[config.mk]
export PLATFORM = sky130hd
export DESIGN_NAME = bus_master_seq
export DESIGN_NICKNAME = d
export VERILOG_FILES = /design/src/rtl/bus_master_seq.sv
export SDC_FILE = /design/constraint.sdc
export NUM_CORES = 1
export LEC_CHECK = 0
export BUFFER_PORTS_ARGS = -buffer_cell sky130_fd_sc_hd__buf_4
export CORE_AREA = 2 2 107 57
export CTS_CLUSTER_DIAMETER = 100
export DETAILED_ROUTE_END_ITERATION = 10
export DIE_AREA = 0 0 109 59
export MAX_ROUTING_LAYER = met4
export PLACE_DENSITY_LB_ADDON = 0.12
export SYNTH_ARGS = -nofsm -noshare
export SYNTH_HDL_FRONTEND = slang
export SYNTH_SLANG_ARGS = --single-unit
[constraint.sdc]
create_clock -name clk -period 2.45 [get_ports clk]
set_input_delay 0 -clock clk [delete_from_list [all_inputs] [get_ports clk]]
set_output_delay 0 -clock clk [all_outputs]
set_load 0.02 [all_outputs]
[src/rtl/bus_master_seq.sv]
module bus_master_seq #(
  parameter int DW        = 16,
  parameter int MAX_BURST = 8
) (
  input  logic          clk,
  input  logic          rst_n,
  input  logic          req_valid,
  input  logic          req_write,
  input  logic [DW-1:0] req_addr,
  input  logic [DW-1:0] req_wdata,
  input  logic          as_active_high,
  output logic          bus_req_n,
  input  logic          bus_gnt_n,
  input  logic          ready_n,
  output logic [DW-1:0] dal_out,
  output logic          dal_oe,
  input  logic [DW-1:0] dal_in,
  output logic          ctl_oe,
  output logic          ale,
  output logic          das_n,
  output logic          rd_wr,
  output logic          xcvr_rd_n,
  output logic          word_done,
  output logic [DW-1:0] rd_data
);
  localparam int CNT_W = $clog2(MAX_BURST + 1);
  localparam logic [CNT_W-1:0] CAP = CNT_W'(MAX_BURST);
  localparam logic [3:0] P_ALE  = 4'd2;
  localparam logic [3:0] P_TURN = 4'd4;
  localparam logic [3:0] P_DAS  = 4'd5;
  localparam logic [3:0] P_CHK  = 4'd9;
  localparam logic [3:0] P_LAST = 4'd11;

  typedef enum logic [1:0] {S_IDLE, S_REQ, S_CYC, S_GAP} st_t;

  st_t             st;
  logic [3:0]      ph;
  logic [CNT_W-1:0] cnt;
  logic [DW-1:0]   cur_addr, cur_wdata;
  logic            cur_wr;
  logic            start, cyc, strobe;

  assign cyc   = (st == S_CYC);
  assign start = ((st == S_REQ) && !bus_gnt_n) ||
                 ((st == S_GAP) && req_valid && (cnt < CAP));

  always_ff @(posedge clk) begin
    if (!rst_n) begin
      st <= S_IDLE;
      ph <= '0;
      cnt <= '0;
      rd_data <= '0;
    end else begin
      case (st)
        S_IDLE: if (req_valid && bus_gnt_n) st <= S_REQ;
        S_REQ: if (!bus_gnt_n) begin
          st  <= S_CYC;
          ph  <= '0;
          cnt <= '0;
        end
        S_CYC: begin
          if (ph == P_CHK && ready_n) ph <= P_CHK - 4'd1;
          else if (ph == P_LAST) begin
            st  <= S_GAP;
            cnt <= cnt + CNT_W'(1);
          end else ph <= ph + 4'd1;
          if (ph == P_CHK && !ready_n && !cur_wr) rd_data <= dal_in;
        end
        default: begin
          ph <= '0;
          st <= start ? S_CYC : S_IDLE;
        end
      endcase
    end
  end

  always_ff @(posedge clk) begin
    if (!rst_n) begin
      cur_addr  <= '0;
      cur_wdata <= '0;
      cur_wr    <= 1'b0;
    end else if (start) begin
      cur_addr  <= req_addr;
      cur_wdata <= req_wdata;
      cur_wr    <= req_write;
    end
  end

  assign strobe    = cyc && (ph < P_ALE);
  assign ale       = as_active_high ? strobe : !strobe;
  assign das_n     = !(cyc && ph >= P_DAS && ph <= P_CHK);
  assign dal_oe    = cyc && ((ph < P_TURN) || cur_wr);
  assign dal_out   = (ph < P_TURN) ? cur_addr : cur_wdata;
  assign ctl_oe    = cyc || (st == S_GAP);
  assign bus_req_n = !(ctl_oe || (st == S_REQ));
  assign rd_wr     = !cur_wr;
  assign xcvr_rd_n = !(cyc && !cur_wr && ph >= P_TURN);
  assign word_done = cyc && (ph == P_LAST);
endmodule


# Word level (Yosys, flattened, before mapping)
# Cells that the tools add are included.
op_classes:
  add_sub_neg: 2
  mul: 0
  div: 0
  n_lt_le_gt_ge: 6
  eq_ne: 10
  n_shift: 0
  mux: 15
  bitwise: 1
  n_reduce_logical: 31
ops:
  columns: ["cell", "n"]
  rows:
  - ["two-way mux 4 bit", 5]
  - ["two-way mux 16 bit", 1]
  - ["logical AND 1 bit", 14]
  - ["one-hot mux 4 bit (3 select lines)", 1]
  - ["two-way mux 2 bit", 5]
  - ["adder 4 x 1 -> 4 bit, second input constant", 2]
  - ["equality test 4 bit, second input constant", 2]
  - ["greater-or-equal comparator 4 x 3 -> 1 bit, second input constant", 2]
  - ["one-hot mux 4 bit (2 select lines)", 1]
  - ["AND reduction 4 bit", 2]
  - ["zero test 1 bit", 7]
  - ["inequality test 2 bit, second input constant", 3]
  - ["one-hot mux 2 bit (3 select lines)", 1]
  - ["equality test 2 bit, second input constant", 2]
  - ["less-or-equal comparator 4 bit, second input constant", 1]
  - ["logical OR 1 bit", 4]
  - ["less-than comparator 4 x 2 -> 1 bit, second input constant", 1]
  - ["less-than comparator 4 x 3 -> 1 bit, second input constant", 1]
  - ["less-than comparator 4 bit, second input constant", 1]
  - ["inequality test 3 bit, second input constant", 1]
  - ["AND reduction 3 bit", 1]
  - ["equality test 2 x 1 -> 1 bit, second input constant", 1]
  - ["zero test 2 bit", 1]
  - ["inequality test 2 x 1 -> 1 bit, second input constant", 1]
  - ["other kinds (4)", 4]
totals:
  reg_bits: 59
  latchBits: 0
  ramBits: 0
  rom_bits: 0
  input_bits: 55
  word_cells: 72
  memories: 0

# Longest topological paths before layout
logic_depth:
  depth_word: 6
  depth_mapped: 8
  mapped_depth_nobuf: 6

# Least setup slack after synthesis
# Ideal clock, no wire load.
synth_timing:
  path_kind: "register to register"
  startpoint: "register st[0]"
  endpoint: "register ph[2]"
  setup_time_ps: 70
  arrival_time_ps: 1924
  t_required_ps: 2380
  slack_ps: 456
  path_stages_with_launch: 7
  synth_period_minus_slack_ps: 1994
  cell_sequence: "dfxtp_1 inv_1 ha_1 and4b_4 a221o_1 or4_1 a21oi_1"
synth_via:
  elab_chain_cells: 3
synth_lines:
  columns: ["item", "line_no", "source"]
  rows:
  - ["from (decl)", "36", "st_t st;"]
  - ["from (signal assigned)", "71", "st <= start ? S_CYC : S_IDLE;"]
  - ["equality test 2 bit (tied with other cells)", "54", "case (st)"]
  - ["inequality test 3 bit (no source line) (tied with other cells)", null, null]
  - ["AND reduction 3 bit (no source line)", null, null]
  - ["to (signal assigned)", "62", "if (ph == P_CHK && ready_n) ph <= P_CHK - 4'd1;"]
  - ["to (signal assigned)", "66", "end else ph <= ph + 4'd1;"]
  - ["to (decl)", "37", "logic [3:0] ph;"]
# Several ways; a longest one is shown, not always the timed one.
# A chain may end at the register's enable or synchronous reset.

# Worst setup path in the final report
layout_timing:
  startpoint: "register st[0]"
  endpoint: "register cnt[3]"
layout_via:
  elab_chain_cells: 3
layout_lines:
  columns: ["item", "line_no", "source"]
  rows:
  - ["equality test 2 bit / equality test 2 x 1 -> 1 bit (equally long branches)", "54", null]
  - ["inequality test 2 x 1 -> 1 bit (no source line) (tied with other cells)", null, null]
  - ["AND reduction 4 bit (no source line)", null, null]
  - ["to (signal assigned)", "65", "cnt <= cnt + CNT_W'(1);"]
  - ["to (decl)", "38", "logic [CNT_W-1:0] cnt;"]
# Several ways; a longest one is shown, not always the timed one.

==> flow_metrics.tcl <==
set metrics [dict create \
    firstDrtPassIters 4 \
    synthSimpleGateAreaFrac_pct 20.6 \
    endpoint_kind "register" \
    ys_seq_elements 59 \
    p_per_area_nw_per_um2 729 \
    fp.dieW_um 109 \
    fin_crit_sh_pct 84.5 \
    place.gp.congestion 0.841 \
    core_um2 5400 \
    postCtsSetupBuffers 0 \
    crit_chain "inv_1 -> ha_1 -> a21boi_0 -> a21boi_0 -> nand3_1 -> a32o_1" \
    cp-endpoint "cnt[3]" \
    cts_tree "done" \
    cp.required_ps 2690 \
    overflow 0 \
    synth_fa_ha_area_share_pct 4.26 \
    clock_skew_ps 6.64 \
    drtIter0Drc 95 \
    drv_cap 0 \
    rows 19 \
    finalMaxSlewViolations 0 \
    r2r_setup_slack_ps 380 \
    avgRoutedWirePerCell_um 14.1 \
    root_buffer "clkbuf_8" \
    period_minus_slack_ps 2070 \
    synth.area.mux_share_pct 13.6 \
    fin_cells 533 \
    grt_pass1_vias 2625 \
    synth.largest_area_cell "dfxtp_1" \
    vias 2681 \
    synth_xor_xnor_area_share_pct 0.331 \
    clk_pin_slew_ps 70 \
    post-place-cells 467 \
    r2r-end "cnt[3]" \
    syn_area_per_cell_um2 8.51 \
    r2r-start "st[0]" \
    ioPinCount 95 \
    cts.htree.levels 3 \
    ys_warn_count 0 \
    clockBufferDepth 2 \
    synth.distinct_cells 37 \
    clock_sinks 59 \
    cts_buffers 9 \
    place_area_um2 3420 \
    vias_per_cell 5.03 \
    vdd_drop_max_v 0.000717 \
    grt_use_total_pct 24.9 \
    worst_ep_arrival_time_ps 2310 \
    wirelength_um 7540 \
    diodes 0 \
    syn-num-nets 375 \
    rsz0062_at_grt "false" \
    leakage_uw 0.00192 \
    path_class "reg -> reg" \
    insertion_delay_ps 340 \
    grt_pass1_wl_um 11800 \
    drc 0 \
    synth.yosys.seq_area_share_pct 44.6 \
    layout.nets 519 \
    netlist_instances 311 \
    synth_top_family_by_area "simple AND/OR/NAND/NOR gates" \
    worst_pin_slew_ps 542 \
    post-route-util_pct 77.3 \
    synth_top_area_share_pct 44.6 \
    fp.dieH_um 59 \
    fmax_ghz 0.483 \
    setup_viol 0 \
    grt_max_degree 34 \
    drive_gt1_share_pct 29.6 \
    syn_area_um2 2650 \
    hp-class "in -> reg" \
    reg2regPathDepth 6 \
    max_stage_delay_ps 480 \
    yosys-top-cells-area "dfxtp_1 (45%), nand2_1 (11%), a21oi_1 (7.2%)" \
    synth_compound_area_share_pct 12.4 \
    ant_nets 0 \
    critPathLaunch "st[0]" \
    port_buffers 94 \
    relSlewSlack_pct 63.8 \
    syn2layout_area_growth_pct 57.7 \
    cp_max_fo 5 \
    antenna_found_initial 0 \
    cpMaxStageDelayCell "a21boi_0" \
    hold_viol 0 \
    start_util_pct 49.0 \
    setup.worst_path.start_class "register" \
    die_area_um2 6430 \
    outcome "finished clean" \
    place_hpwl_um 4470 \
    finalInstanceArea_um2 4170 \
    cpMostUsedCell "a21boi_0" \
    finalSetupTns_ps 0 \
]
report_power, final:
part	switching, uW	leakage (uW)	internal [uW]
Sequential	53.2	0.000477	1050
Clock	402	0.000115	703
Combinational	456	0.00133	381
worst min-delay path by stage:
stage / depth (start not counted) / endpoint / from
after floorplan: 2 / cur_addr[0] / req_addr[0]
after global placement: 3 / rd_data[5] / dal_in[5]
after detailed placement: 3 / rd_data[6] / dal_in[6]
after CTS: 4 / st[0] / bus_gnt_n
after global routing: 4 / st[0] / bus_gnt_n
final: 4 / st[0] / bus_gnt_n
final cells by class:
class	count	area (um^2)
multi-input cells	224	1350
repair buffers	151	1260
fillers	395	1220
flip-flops and latches	59	1180
clock buffers	10	138
clock inverters	6	113
well taps	73	91.3
inverters	10	37.5
layer usage:
metal	vias to the layer above	global-route usage (%)	part of all wire, %	routed length, um
li1	1332	-	-	-
met1	1251	26.0	43	3210
met2	84	45.3	51	3820
met3	14	7.80	4.9	372
met4	0	8.06	1.8	136
met5	-	-	0	0
kinds of logic (layout without fill, tap and decap cells):
group	after synthesis	after routing
adder cells (fa/ha/maj)	9	9
flip-flops	59	59
multiplexers	34	34
XOR/XNOR	1	1
AND/OR/NAND/NOR	124	124
AO/OA/AOI/OAI	56	56
buffers and inverters	28	177
repair_timing:
action	4_1_cts	5_1_grt
hold buffers	50	0
hold endpoints to repair	55	0
gates resized for setup	0	0
worst max-delay path, delay by kind of cell (launching register included):
family          cells  cell delay (ps)
compound gates      3             1010
flops               1              410
fa+ha+maj           1              310
simple gates        1              140
buf+inv             1               90
state kept, by name (all words and copies together), names as in the netlist:
| name | flops |
|---|---|
| cnt | 4 |
| cur_addr | 16 |
| cur_wdata | 16 |
| cur_wr | 1 |
| ph | 4 |
| rd_data | 16 |
| st | 2 |
cells in the mapped netlist:
cell type,number
and3_1,3
o21a_1,2
nor3_1,1
nand2b_1,4
xnor2_1,1
buf_2,2
buf_1,1
and2_1,1
a21boi_0,4
inv_1,10
a21bo_2,1
and4b_4,1
nand3_1,3
o2bb2ai_1,1
or4_1,2
a311oi_1,1
or2_2,1
o211ai_1,1
o21ai_0,4
mux2_2,16
mux2i_1,18
a41o_1,1
nand3b_1,1
or3_1,3
buf_4,1
and4_1,1
nor2_1,20
a221o_1,1
dfxtp_1,59
nand2_1,78
nor2b_1,4
a32o_1,1
a22oi_1,1
clkbuf_1,14
nand4bb_1,1
ha_1,9
a21oi_1,38
cell usage in the layout (no fill, tap or decap), drive strengths merged, types with 9 or more instances in the layout:
cell	instances
nor2	20
dlygate4sd3	50
mux2i	18
inv	10
ha	9
dfxtp	59
a21oi	38
mux2	16
nand2	78
buf	101
clkbuf	10
metrics by stage:
stage | hold slack (ps) | setup slack [ps] | total power, uW
final | 95.3 | 380 | 3040
after global routing | 142 | 187 | 3190
after CTS | 78.9 | 398 | 3040
after detailed placement | 243 | 425 | 1870
after floorplan | 140 | 456 | 1600
after global placement | 232 | 531 | 1850
Note: power is estimated with default switching activity, not from simulation.
